<file path="src/rtl/pda_pkg.sv">
// Shared constants for the PWM duty averager.
// Assumes: the reciprocal scale is 2^RCP_W and the duty output has FRAC_W fraction bits.
package pda_pkg;
    // Smallest window length the block accepts after clamping
    localparam int MIN_WIN = 2;
    // Default widths
    localparam int LEN_W_D  = 16;
    localparam int RCP_W_D  = 32;
    localparam int FRAC_W_D = 16;
endpackage

</file>
<file path="src/rtl/pda_sync.sv">
// Chain of flops that brings the PWM input into the sample clock domain.
// Assumes: STAGES >= 1; every stage resets to 0; the latency is exactly STAGES cycles.
module pda_sync #(
    parameter int STAGES = 2
) (
    input  logic clk,
    input  logic rst_n,
    input  logic din,
    output logic dout
);
    logic [STAGES-1:0] chain;

    // Shift the input through the chain, one stage per clock
    generate
        if (STAGES == 1) begin : g_one
            always_ff @(posedge clk) begin
                if (!rst_n) chain <= '0;
                else        chain <= din;
            end
        end else begin : g_many
            always_ff @(posedge clk) begin
                if (!rst_n) chain <= '0;
                else        chain <= {chain[STAGES-2:0], din};
            end
        end
    endgenerate

    assign dout = chain[STAGES-1];
endmodule

</file>
<file path="src/rtl/pda_window.sv">
// Free-running counting window: counts high and low samples over the active length.
// Assumes: len/recip are sampled once after reset and at every window end; lengths below
// MIN_WIN are clamped; win_end marks the cycle whose sample is the last of the window.
module pda_window #(
    parameter int LEN_W = 16,
    parameter int RCP_W = 32
) (
    input  logic             clk,
    input  logic             rst_n,
    input  logic             smp,
    input  logic [LEN_W-1:0] cfg_len,
    input  logic [RCP_W-1:0] cfg_recip,
    output logic             win_end,
    output logic [LEN_W-1:0] hi_tot,
    output logic [LEN_W-1:0] lo_tot,
    output logic [LEN_W-1:0] len_act,
    output logic [RCP_W-1:0] rcp_act
);
    localparam logic [LEN_W-1:0] MIN_L = LEN_W'(pda_pkg::MIN_WIN);

    logic             run;
    logic [LEN_W-1:0] tick;
    logic [LEN_W-1:0] hi_cnt;
    logic [LEN_W-1:0] lo_cnt;
    logic [LEN_W-1:0] len_clamped;

    // Clamp the requested length to the minimum window
    assign len_clamped = (cfg_len < MIN_L) ? MIN_L : cfg_len;

    // Window closes on the cycle whose sample is the last one
    assign win_end = run && (tick == len_act - LEN_W'(1));

    // Totals including the sample of the current cycle
    assign hi_tot = hi_cnt + LEN_W'(smp);
    assign lo_tot = lo_cnt + LEN_W'(!smp);

    // Advance the window, restart at its end and latch the next configuration
    always_ff @(posedge clk) begin
        if (!rst_n) begin
            run     <= 1'b0;
            tick    <= '0;
            hi_cnt  <= '0;
            lo_cnt  <= '0;
            len_act <= MIN_L;
            rcp_act <= '0;
        end else if (!run) begin
            run     <= 1'b1;
            len_act <= len_clamped;
            rcp_act <= cfg_recip;
        end else if (win_end) begin
            tick    <= '0;
            hi_cnt  <= '0;
            lo_cnt  <= '0;
            len_act <= len_clamped;
            rcp_act <= cfg_recip;
        end else begin
            tick    <= tick + LEN_W'(1);
            hi_cnt  <= hi_tot;
            lo_cnt  <= lo_tot;
        end
    end
endmodule

</file>
<file path="src/rtl/pda_scale.sv">
// Scales the high-sample total by the reciprocal and holds the rounded duty.
// Assumes: recip = round(2^RCP_W / L), so the rounded result never exceeds 2^FRAC_W.
module pda_scale #(
    parameter int LEN_W  = 16,
    parameter int RCP_W  = 32,
    parameter int FRAC_W = 16
) (
    input  logic              clk,
    input  logic              rst_n,
    input  logic              win_end,
    input  logic [LEN_W-1:0]  hi_tot,
    input  logic [RCP_W-1:0]  rcp,
    output logic [FRAC_W:0]   duty,
    output logic              vld
);
    localparam int SH = RCP_W - FRAC_W;
    localparam int PW = LEN_W + RCP_W + 1;
    localparam logic [PW-1:0] HALF = PW'(1) << (SH - 1);

    logic [PW-1:0] prod;
    logic [PW-1:0] rnd;

    // Multiply by the reciprocal and add half an output LSB
    assign prod = PW'(hi_tot) * PW'(rcp);
    assign rnd  = prod + HALF;

    // Register the duty at window end and pulse the strobe
    always_ff @(posedge clk) begin
        if (!rst_n) begin
            duty <= '0;
            vld  <= 1'b0;
        end else begin
            vld <= win_end;
            if (win_end) duty <= rnd[SH +: FRAC_W + 1];
        end
    end
endmodule

</file>
<file path="src/rtl/pwm_duty_avg.sv">
// Top of the subcycle PWM duty averager: synchronizer, counting window, scaler.
// Assumes: one fast clock; the slow model reads duty_o when duty_vld_o pulses.
module pwm_duty_avg #(
    parameter int LEN_W     = pda_pkg::LEN_W_D,
    parameter int RCP_W     = pda_pkg::RCP_W_D,
    parameter int FRAC_W    = pda_pkg::FRAC_W_D,
    parameter int SYNC_STG  = 2
) (
    input  logic              clk,
    input  logic              rst_n,
    input  logic              pwm_in,
    input  logic [LEN_W-1:0]  cfg_len,
    input  logic [RCP_W-1:0]  cfg_recip,
    output logic [FRAC_W:0]   duty_o,
    output logic              duty_vld_o
);
    logic             smp;
    logic             win_end;
    logic [LEN_W-1:0] hi_tot;
    logic [LEN_W-1:0] lo_tot;
    logic [LEN_W-1:0] len_act;
    logic [RCP_W-1:0] rcp_act;

    pda_sync #(.STAGES(SYNC_STG)) u_sync (
        .clk  (clk),
        .rst_n(rst_n),
        .din  (pwm_in),
        .dout (smp)
    );

    pda_window #(.LEN_W(LEN_W), .RCP_W(RCP_W)) u_win (
        .clk      (clk),
        .rst_n    (rst_n),
        .smp      (smp),
        .cfg_len  (cfg_len),
        .cfg_recip(cfg_recip),
        .win_end  (win_end),
        .hi_tot   (hi_tot),
        .lo_tot   (lo_tot),
        .len_act  (len_act),
        .rcp_act  (rcp_act)
    );

    pda_scale #(.LEN_W(LEN_W), .RCP_W(RCP_W), .FRAC_W(FRAC_W)) u_scale (
        .clk    (clk),
        .rst_n  (rst_n),
        .win_end(win_end),
        .hi_tot (hi_tot),
        .rcp    (rcp_act),
        .duty   (duty_o),
        .vld    (duty_vld_o)
    );
endmodule

</file>
<file path="config.mk">
export PLATFORM = sky130hd
export DESIGN_NAME = pwm_duty_avg
export DESIGN_NICKNAME = d
export VERILOG_FILES = /design/src/rtl/pda_pkg.sv /design/src/rtl/pda_sync.sv /design/src/rtl/pda_window.sv /design/src/rtl/pda_scale.sv /design/src/rtl/pwm_duty_avg.sv
export SDC_FILE = /design/constraint.sdc
export NUM_CORES = 1
export LEC_CHECK = 0
export BUFFER_PORTS_ARGS = -buffer_cell sky130_fd_sc_hd__buf_2
export CELL_PAD_IN_SITES_DETAIL_PLACEMENT = 1
export CELL_PAD_IN_SITES_GLOBAL_PLACEMENT = 1
export CORE_ASPECT_RATIO = 1.1
export CORE_MARGIN = 2
export CORE_UTILIZATION = 25
export DETAILED_ROUTE_END_ITERATION = 8
export PLACE_DENSITY = 0.48
export SYNTH_ARGS = -nofsm -noshare
export SYNTH_HDL_FRONTEND = slang
export SYNTH_SLANG_ARGS = --single-unit
export TNS_END_PERCENT = 50
</file>
<file path="constraint.sdc">
create_clock -name clk -period 8.48 [get_ports clk]
set_input_delay 0.424 -clock clk [delete_from_list [all_inputs] [get_ports clk]]
set_output_delay 0.424 -clock clk [all_outputs]
set_load 0.005 [all_outputs]
</file>
# Word-level counts from Yosys, hierarchy flattened
# Index checks and enable logic that the tools add are counted.
# word_totals
reg_bits	101
input_bits	51
out_inout_bits	18
elab_cells	25
# op_classes
n_addsub	4
multipliers	1
n_lt_le_gt_ge	1
n_eq_ne	2
mux	8
n_reduce_logical	1
# ops
cell	n
16-bit two-way mux	5
32-bit two-way mux	2
33-bit by 16-bit adder with 33-bit output, second input constant	1
16-bit by 32-bit multiplier with 33-bit output	1
16-bit by 1-bit adder with 16-bit output	1
16-bit by 1-bit adder with 16-bit output, second input constant	1
16-bit == test	1
16-bit by 2-bit less-than comparator with 1-bit output, second input constant	1
16-bit by 1-bit subtractor with 16-bit output, second input constant	1
2-bit by 1-bit != test with 1-bit output, second input constant	1
1-bit logical AND	1
1-bit two-way mux	1

# Longest topological paths before layout
# Gate-level depths: netlist of run 1.
# depth
word_depth	5
mapped_depth	29
ltp_nobuf	27

# Modules after synthesis
# Synthesis of run 1 repeated with hierarchy kept, for this count alone.
# unflattened
cells_unflattened	2196
area_unflattened_um2	18814.3
# by_module_without_submodules
mod	instances	cells_each	area_each_um2	seq_area_each_um2
pda_scale	1	1511	12927.4	360.3
pda_window	1	681	5834.3	1941.9
pda_sync	1	4	52.6	40.0

# Worst setup path after synthesis of run 1
# Ideal clock, no wire load.
# synth_timing
path_kind	flip-flop to flip-flop
from	register u_win.hi_cnt[0]
to	register u_scale.duty[13]
setup_ns	0.070
t_arrival_ns	7.168
required_time_ns	8.410
setup_slack_ns	1.241
path_stages_with_launch	29
n_path_buf	2
period_less_slack_ns	7.239
cell_sequence	dfxtp_1 > ha_1 > ha_1 > nand3_1 > or3_1 > clkbuf_1 > xnor2_1 > clkbuf_1 > nand2_1 > fa_1 > inv_1 > fa_1 > inv_1 > fa_1 > inv_1 > fa_1 > fa_1 > inv_1 > fa_1 > inv_1 > ha_1 > a21o_1 > a211o_1 > o2111ai_1 > o311ai_0 > o2111ai_1 > a21boi_0 > or4_1 > a21oi_1
# synth_via
elab_chain_len	3
# synth_lines
item	line	rtl
start, declared	pda_window.sv:23	logic [LEN_W-1:0] hi_cnt;
start signal, assigned	pda_window.sv:58	hi_cnt <= hi_tot;
16-bit by 1-bit adder with 16-bit output	pda_window.sv:34	assign hi_tot = hi_cnt + LEN_W'(smp);
16-bit by 32-bit multiplier with 33-bit output	pda_scale.sv:24	assign prod = PW'(hi_tot) * PW'(rcp);
33-bit by 16-bit adder with 33-bit output	pda_scale.sv:25	assign rnd = prod + HALF;
end signal, assigned	pda_scale.sv:34	if (win_end) duty <= rnd[SH +: FRAC_W + 1];
end, declared	pda_scale.sv:13	output logic [FRAC_W:0] duty,
# Every way passes these cells.
# A chain may end at the register's enable or synchronous reset.

# Final worst setup path of run 1
# layout_timing
from	register u_win.hi_cnt[0]
to	register u_scale.duty[9]
# Same word-level chain as after synthesis.

==> results of run 1 <==
## worst max path at each step
stage                                   to  slack [ns]  cells past startpoint
after floorplan           u_scale.duty[13]        1.24                     28
after global placement     u_scale.duty[9]        0.59                     28
after detailed placement  u_scale.duty[15]        0.30                     27
after CTS                 u_scale.duty[15]        0.24                     27
after global routing      u_scale.duty[15]        0.05                     27
final                      u_scale.duty[9]        0.50                     28
## cell usage after synthesis (23+ instances only)
cell	number	share of area, %
a21oi_1	95	2.8
and2_1	151	5.7
clkbuf_1	84	1.9
dfxtp_1	101	12
fa_1	316	38
ha_1	96	7.2
inv_1	449	10
nand2_1	407	9.2
nand3_1	37	1.1
nor2_1	33	0.74
xnor2_1	46	2.4
xor2_1	23	1.2
## cell type report
cell class | count | area, um2
Clock buffer | 12 | 246
Tap cell | 858 | 1070
Clock inverter | 4 | 37.5
Antenna cell | 1 | 2.50
Multi-Input combinational cell | 1372 | 12700
Sequential cell | 101 | 2020
Timing Repair Buffer | 142 | 912
Fill cell | 7946 | 47500
Inverter | 450 | 1690
## flip-flops by register name, summed over array words and instances (netlist names)
register       cells
u_win.rcp_act     32
u_win.tick        16
u_scale.duty      17
u_win.hi_cnt      16
u_sync.chain       2
u_win.len_act     16
u_win.run          1
u_scale.vld        1
## metal layers
metal | GRT usage, % | up-vias
li1 | - | 6125
met1 | 21.8 | 6830
met2 | 31.8 | 165
met3 | 1.71 | 48
met4 | 4.32 | 0
met5 | 0 | -
## power by group
part / switching (mW) / internal (mW) / leakage, nW
Clock: 0.217 / 0.213 / 0.140
Sequential: 0.0502 / 0.489 / 0.824
Combinational: 0.0998 / 0.0551 / 8.00
## worst reg2reg max path, delay by kind of cell (launching register included)
family,cells,cell delay [ns]
AOI/OAI and AO/OA,8,1.35
adders and majority gates,9,3.64
buffers and inverters,5,0.64
DFF,1,0.35
and+or+nand+nor,6,1.84
## cell families after synthesis
| group | after synthesis | synth area share [%] |
|---|---|---|
| flops | 101 | 12.1 |
| xor+xnor | 73 | 4.16 |
| simple gates | 721 | 20.4 |
| compound gates | 164 | 5.71 |
| buf+inv | 546 | 12.4 |
| fa+ha+maj | 412 | 45.1 |
| mux | 2 | 0.135 |
## through the flow
| stage | power, mW | worst slack (ns) | cells | utilization (%) | hold slack (ns) |
|---|---|---|---|---|---|
| final | 1.12 | 0.497 | 2940 | 28.3 | 0.264 |
| after global routing | 1.18 | 0.0474 | 2939 | 28.3 | 0.258 |
| after floorplan | 0.616 | 1.24 | 2019 | - | 0.412 |
| after global placement | 0.707 | 0.586 | 2920 | 27.8 | 0.444 |
| after CTS | 1.15 | 0.236 | 2936 | 28.2 | 0.247 |
| after detailed placement | 0.710 | 0.298 | 2920 | 27.8 | 0.449 |
## repair_timing
| action | 4_1_cts | 5_1_grt |
|---|---|---|
| endpoints found under the hold margin | 0 | 0 |
| setup endpoints to repair | 0 | 7 |
| gates resized for setup | 0 | 5 |
| buffers inserted | 0 | 3 |
==> flow_summary_export.csv, run 1 <==
group,metric,value,unit
outcome,status,"completed",
yosys,yosysSeqAreaShare,12.1,%
route,drtPass1Iterations,4,
floorplan,coreArea,66100,um2
place,gp_congestion,0.851,
route,via_count,13200,
clock_tree,cts_max_level,3,
route,highest_layer,"met4",
setup_path,cp_num_buf_inv,5,
yosys,synth_edf_count,0,
yosys,syn_inst,2019,
setup_path,worstPathRequired,8.70,ns
floorplan,start_util,25.2,%
pwr,p_leak,8.96,nW
sta,drv_slew,0,
yosys,syn-num-nets,2482,
global_routing,grt_max_degree,81,
route,dr_wl_met2,28600,um
global_routing,grt_pass1_vias,15300,
route,wl_per_cell,19.2,um
route,viasPerCell,4.48,
sta,period_share,94.1,%
clock_tree,insertion_delay,0.38,ns
setup_path,rr_startpoint,"u_win.hi_cnt[0]",
route,ant_nets,0,
sta,max-slew-margin-rel,25.3,%
yosys,synth_area_per_cell,8.26,um2
floorplan,dieHeight,275,um
yosys,yosysWarnings,0,
pwr,vdd_ir_drop_max,0.0000763,V
global_routing,grt_pass1_wl,90500,um
global_routing,track_usage,17.3,%
sta,hold_violations,0,
cells_and_area,syn2layout_area_growth,12.0,%
clock_tree,clock_path_buffers,2,
sta,setup_tns,0,ns
yosys,async_flop_share,0,%
floorplan,die-area,68800,um2
setup_path,cp_common_cell,"fa_1",
place,io_buffer_count,68,
setup_path,crit_arrival,8.20,ns
yosys,ys.flop_type,"dfxtp_1",
route,met3_length,1660,um
min_path,hold_path_class,"input port to register",
sta,tightest_slew,1.12,ns
min_path,min_path_cells,2,
sta,min_period,7.98,ns
clock_tree,clock-sinks,101,
clock_tree,path_clk_slew,0.08,ns
floorplan,ios,69,
clock_tree,cts_buffers,9,
setup_path,r2r_setup_slack,0.50,ns
cells_and_area,drive_gt1_share,8.79,%
min_path,hp-start,"pwm_in",
yosys,synth_seq_cells,101,
setup_path,cp_slowest_cell,"or3_1",
yosys,synth_cell_types,54,
sta,rsz0062_at_grt,"no",
setup_path,slowest_delay,0.52,ns
floorplan,die_w,250,um
clock_tree,cts_tree,"built",
pwr,power_density,60.2,nW/um2
setup_path,worstSetupStartpoint,"u_win.hi_cnt[0]",
cells_and_area,layout_commonest_cell,"inv_1",
sta,setup_viol,0,
clock_tree,hold_buffers,0,
min_path,worstHoldEndpoint,"u_sync.chain[0]",
global_routing,grt-ovfl-total,0,
route,wl,56500,um
sta,clock_skew,0.0106,ns
route,drtIter0Drc,505,
cells_and_area,layout_common_cells,"449 x inv_1, 405 x nand2_1, 316 x fa_1",
yosys,synthesis.area,16700,um2
global_routing,antenna_found_initial,2,
sta,fmaxAchievable,0.125,GHz
route,drc_errors,0,
setup_path,cp_max_fo,14,
setup_path,end_kind,"register",
floorplan,placementRows,99,
place,hpwl,46400,um
run,drv_cap,0,
cells_and_area,finalNetCount,2539,
cells_and_area,fin_area,18700,um2
setup_path,critPathTopFamily,"adder cells",
place,place_area,18400,um2
setup_path,worstSetupPathType,"register to register",
clock_tree,cts_root_buf,"clkbuf_16",
setup_path,crit_path_start_kind,"register",
route,wl_met1,25100,um
setup_path,ff2ff_path_depth,28,
setup_path,rr_endpoint,"u_scale.duty[9]",
No activity file was read; power rests on OpenSTA's default activity.
==> run 2, diff against run 1 <==
Settings changed: CAP_MARGIN set to 20, CORE_ASPECT_RATIO 1.1 to unset.
==> flow_summary_export.csv, run 2 (synthesized netlist as in run 1, its figures left out) <==
group,metric,value,unit
place,dpl_worst_slack,0.150,ns
min_path,hold_path_class,"input port to register",
cells_and_area,drive_gt1_share,7.88,%
pwr,p_leak,8.84,nW
sta,hold_violations,0,
setup_path,cp_max_fo,25,
floorplan,ios,69,
sta,setup_viol,0,
setup_path,r2r_setup_slack,0.43,ns
setup_path,slowest_delay,0.54,ns
setup_path,rr_startpoint,"u_win.hi_cnt[0]",
sta,setup_tns,0,ns
pwr,vdd_ir_drop_max,0.0000948,V
run,drv_cap,0,
sta,max-slew-margin-rel,36.5,%
floorplan,coreArea,65900,um2
min_path,worstHoldEndpoint,"u_sync.chain[0]",
clock_tree,clock-sinks,101,
route,drtPass1Iterations,5,
global_routing,grt_max_degree,60,
setup_path,cp_slowest_cell,"fa_1",
pwr,power_density,62.5,nW/um2
sta,fin_ws,0.434,ns
cells_and_area,top_register,"u_win.rcp_act",
setup_path,worstPathRequired,8.74,ns
floorplan,start_util,25.3,%
sta,fmaxAchievable,0.124,GHz
setup_path,ff2ff_path_depth,30,
place,hpwl,43600,um
place,gp_congestion,0.785,
cells_and_area,syn2layout_area_growth,11.2,%
sta,min_period,8.05,ns
min_path,min_path_cells,2,
floorplan,die-area,68800,um2
route,ant_nets,0,
global_routing,antenna_found_initial,0,
clock_tree,cts_root_buf,"clkbuf_16",
clock_tree,clock_path_buffers,2,
cells_and_area,fillers,7857,
clock_tree,cts_max_level,3,
route,drc_errors,0,
clock_tree,insertion_delay,0.40,ns
route,drtIter0Drc,467,
setup_path,end_kind,"register",
place,io_buffer_count,68,
setup_path,worstSetupPathType,"register to register",
cells_and_area,layout_commonest_cell,"inv_1",
cells_and_area,largest_reg_flops,32,
global_routing,track_usage,16.5,%
min_path,hp-start,"pwm_in",
sta,rsz0062_at_grt,"no",
setup_path,crit_arrival,8.31,ns
sta,tightest_slew,0.951,ns
cells_and_area,finalNetCount,2513,
clock_tree,cts_tree,"built",
setup_path,rr_endpoint,"u_scale.duty[12]",
clock_tree,cts_buffers,9,
global_routing,grt-ovfl-total,0,
floorplan,die_w,262,um
global_routing,grt_pass1_vias,14800,
route,viasPerCell,4.45,
setup_path,crit_path_start_kind,"register",
cells_and_area,layout_common_cells,"449 x inv_1, 405 x nand2_1, 316 x fa_1",
floorplan,placementRows,94,
clock_tree,path_clk_slew,0.10,ns
global_routing,grt_pass1_wl,87700,um
sta,drv_slew,0,
route,wl_per_cell,18.8,um
route,via_count,13000,
setup_path,cp_common_cell,"fa_1",
outcome,status,"completed",
floorplan,dieHeight,262,um
cells_and_area,reg_top3,"u_win.rcp_act: 32 flops, u_scale.duty: 17 flops",
route,wl,54800,um
sta,period_share,94.9,%
sta,clock_skew,0.0243,ns
==> run 2: cell count changes in the layout (fill, tap and decap cells not counted), sizes merged <==
cell,before,now
clkinv,1,3
clkinvlp,0,1
clkbuf,12,9
buf,142,116
==> run 2: repair_timing <==
action,in CTS,in global routing
setup endpoints to repair,0,6
resized for setup,0,3
buffers inserted,0,0
hold buffers,0,0
==> run 2: worst max path at each step <==
stage	endpoint	start	cells past startpoint
4_1_cts	u_scale.duty[11]	u_win.hi_cnt[0]	26
2_1_floorplan	u_scale.duty[13]	u_win.hi_cnt[0]	28
6_report	u_scale.duty[12]	u_win.hi_cnt[0]	30
5_1_grt	u_scale.duty[15]	u_win.hi_cnt[0]	26
3_5_place_dp	u_scale.duty[15]	u_win.hi_cnt[0]	25
3_3_place_gp	u_scale.duty[11]	u_win.hi_cnt[0]	26
==> run 2: power by group <==
group	switching [mW]	total (mW)	internal [mW]
logic	0.0944	0.146	0.0518
registers	0.0518	0.541	0.489
clock network	0.257	0.471	0.214
total	0.403	1.16	0.755
==> run 2: critical path: cells and delay by family (launching register included) <==
family	cells	cell delay (ns)
flip-flops	1	0.34
XOR/XNOR	1	0.15
buffers and inverters	8	0.96
AND/OR/NAND/NOR	5	1.23
adder cells (fa/ha/maj)	9	3.77
AO/OA/AOI/OAI	7	1.47
==> run 2: area by class of cell <==
class                   instances  area (um2)  area share (%)
flip-flops and latches        101        2020            10.9
multi-input cells            1372       12700            68.6
clock inverters                 7        90.1           0.486
repair buffers                116         713            3.84
well taps                     864        1080            5.83
diodes                          1        2.50          0.0135
inverters                     450        1690            9.10
clock buffers                   9         225            1.21
==> run 2: per-stage QoR <==
stage | std cells | total power, mW | hold slack [ns] | cell area [um2] | util, %
finish | 2920 | 1.16 | 0.235 | 18600 | 28.2
floorplan | 2019 | 0.616 | 0.412 | 16700 | -
global placement | 2903 | 0.701 | 0.446 | 18200 | 27.7
CTS | 2919 | 1.18 | 0.215 | 18500 | 28.2
detailed placement | 2903 | 0.702 | 0.451 | 18200 | 27.7
global route | 2919 | 1.22 | 0.227 | 18600 | 28.2
==> run 2: per-layer routing <==
layer,GRT usage [%],share of wire (%),vias up
met5,0,0,-
met4,3.65,1.8,0
met3,1.70,2.3,43
met2,28.1,47,177
met1,22.6,49,6700
li1,-,-,6068
==> run 3, diff against run 2 <==
Settings changed: PLACE_DENSITY 0.48 to 0.46, RECOVER_POWER set to 100.
==> flow_summary_export.csv, run 3 (synthesized netlist as in run 1, its figures left out) <==
group,metric,value,unit
outcome,status,"finished, violations left",
setup_path,cp_common_cell,"fa_1",
setup_path,ff2ff_path_depth,29,
cells_and_area,fillers,7890,
pwr,vdd_ir_drop_max,0.0000930,V
clock_tree,cts_root_buf,"clkbuf_16",
clock_tree,clock-sinks,101,
outcome,violations,"max-capacitance violations, max-slew violations",
cells_and_area,drive_gt1_share,7.93,%
global_routing,grt_max_degree,47,
cells_and_area,syn2layout_area_growth,12.1,%
floorplan,placementRows,94,
place,hpwl,45300,um
setup_path,cp_max_fo,15,
clock_tree,cts_buffers,9,
sta,hold_violations,0,
sta,period_share,94.7,%
cells_and_area,final-seq-area,2020,um2
cells_and_area,finalNetCount,2540,
sta,timing.hold.ws,0.246,ns
route,via_count,13000,
cells_and_area,largest_reg_flops,32,
sta,fin_ws,0.446,ns
pwr,p_leak,8.91,nW
clock_tree,cts_tree,"built",
place,placed_cells,2925,
place,place_area,18400,um2
route,wl_per_cell,18.7,um
setup_path,worstPathRequired,8.72,ns
global_routing,grt-ovfl-total,0,
floorplan,dieHeight,262,um
route,drtIter0Drc,411,
clock_tree,cts_max_level,3,
setup_path,rr_startpoint,"u_win.hi_cnt[0]",
sta,setup_tns,0,ns
cells_and_area,reg_top3,"u_win.rcp_act: 32 flops, u_scale.duty: 17 flops",
setup_path,crit_arrival,8.28,ns
pwr,power_density,61.0,nW/um2
cells_and_area,layout_common_cells,"449 x inv_1, 406 x nand2_1, 316 x fa_1",
place,dpl_worst_slack,0.109,ns
sta,clock_skew,0.0228,ns
cells_and_area,finalCoreUtilization,28.4,%
min_path,hp-start,"pwm_in",
sta,rsz0062_at_grt,"no",
clock_tree,hold_buffers,0,
cells_and_area,fin_cells,2947,
route,wl,55100,um
setup_path,slowest_delay,0.52,ns
setup_path,crit_path_start_kind,"register",
floorplan,start_util,25.3,%
pwr,p_total,1.14,mW
global_routing,grt_pass1_vias,15000,
min_path,worstHoldEndpoint,"u_sync.chain[0]",
setup_path,worstSetupPathType,"register to register",
route,viasPerCell,4.42,
sta,min_period,8.03,ns
route,drtPass1Iterations,4,
place,io_buffer_count,68,
place,gp_congestion,0.782,
setup_path,end_kind,"register",
cells_and_area,layout_commonest_cell,"inv_1",
sta,drv_slew,61,
cells_and_area,top_register,"u_win.rcp_act",
route,ant_nets,0,
setup_path,rr_endpoint,"u_scale.duty[9]",
cells_and_area,multi_input_area,12700,um2
global_routing,track_usage,16.6,%
cells_and_area,fin_area,18700,um2
floorplan,coreArea,65900,um2
sta,max-slew-margin-rel,-39.8,%
min_path,min_path_cells,2,
setup_path,cp_slowest_cell,"fa_1",
global_routing,grt_pass1_wl,88400,um
sta,tightest_slew,2.10,ns
clock_tree,path_clk_slew,0.09,ns
floorplan,die_w,262,um
floorplan,die-area,68800,um2
run,drv_cap,2,
global_routing,antenna_found_initial,3,
clock_tree,clock_path_buffers,2,
sta,fmaxAchievable,0.124,GHz
sta,setup_viol,0,
clock_tree,insertion_delay,0.39,ns
setup_path,r2r_setup_slack,0.45,ns
floorplan,ios,69,
route,drc_errors,0,
min_path,hold_path_class,"input port to register",
## run 3: cell count changes in the layout (fill, tap and decap cells not counted), sizes merged
cell    delta
inv        +1
buf        +8
clkbuf    +19
clkinv     -1
## run 3: per-layer routing
layer	GRT usage, %	share of wire [%]
met1	22.4	48
met2	28.8	49
met3	1.72	1.7
met4	3.30	1.6
met5	0	0.024
## run 3: worst max path at each step
stage | from | to
2_1_floorplan | u_win.hi_cnt[0] | u_scale.duty[13]
3_3_place_gp | u_win.hi_cnt[0] | u_scale.duty[13]
3_5_place_dp | u_win.hi_cnt[0] | u_scale.duty[15]
4_1_cts | u_win.hi_cnt[0] | u_scale.duty[15]
5_1_grt | u_win.hi_cnt[0] | u_scale.duty[13]
6_report | u_win.hi_cnt[0] | u_scale.duty[9]
## run 3: report_power, final
| part | switching [mW] | total, mW | internal (mW) |
|---|---|---|---|
| logic | 0.0990 | 0.152 | 0.0534 |
| clock network | 0.238 | 0.449 | 0.211 |
| registers | 0.0496 | 0.539 | 0.489 |
## run 3: final cells by class
| cell class | count | share of cell area (%) |
|---|---|---|
| Tap cell | 864 | 5.78 |
| Inverter | 450 | 9.03 |
| Sequential cell | 101 | 10.8 |
| Antenna cell | 1 | 0.0134 |
| Clock inverter | 7 | 0.428 |
| Clock buffer | 9 | 1.20 |
| Timing Repair Buffer | 143 | 4.78 |
| Multi-Input combinational cell | 1372 | 68.0 |
## run 3: worst max-delay path, delay by kind of cell (launching register included)
kind / cells / cell delay [ns]
XOR/XNOR: 1 / 0.20
flip-flops: 1 / 0.34
AO/OA/AOI/OAI: 6 / 1.53
AND/OR/NAND/NOR: 6 / 1.31
buffers and inverters: 7 / 1.08
adder cells (fa/ha/maj): 9 / 3.40
## run 3: what timing repair did
| item | in CTS | in global routing |
|---|---|---|
| buffers inserted | 0 | 5 |
| gates resized for setup | 0 | 5 |
| endpoints found under the setup margin | 0 | 7 |
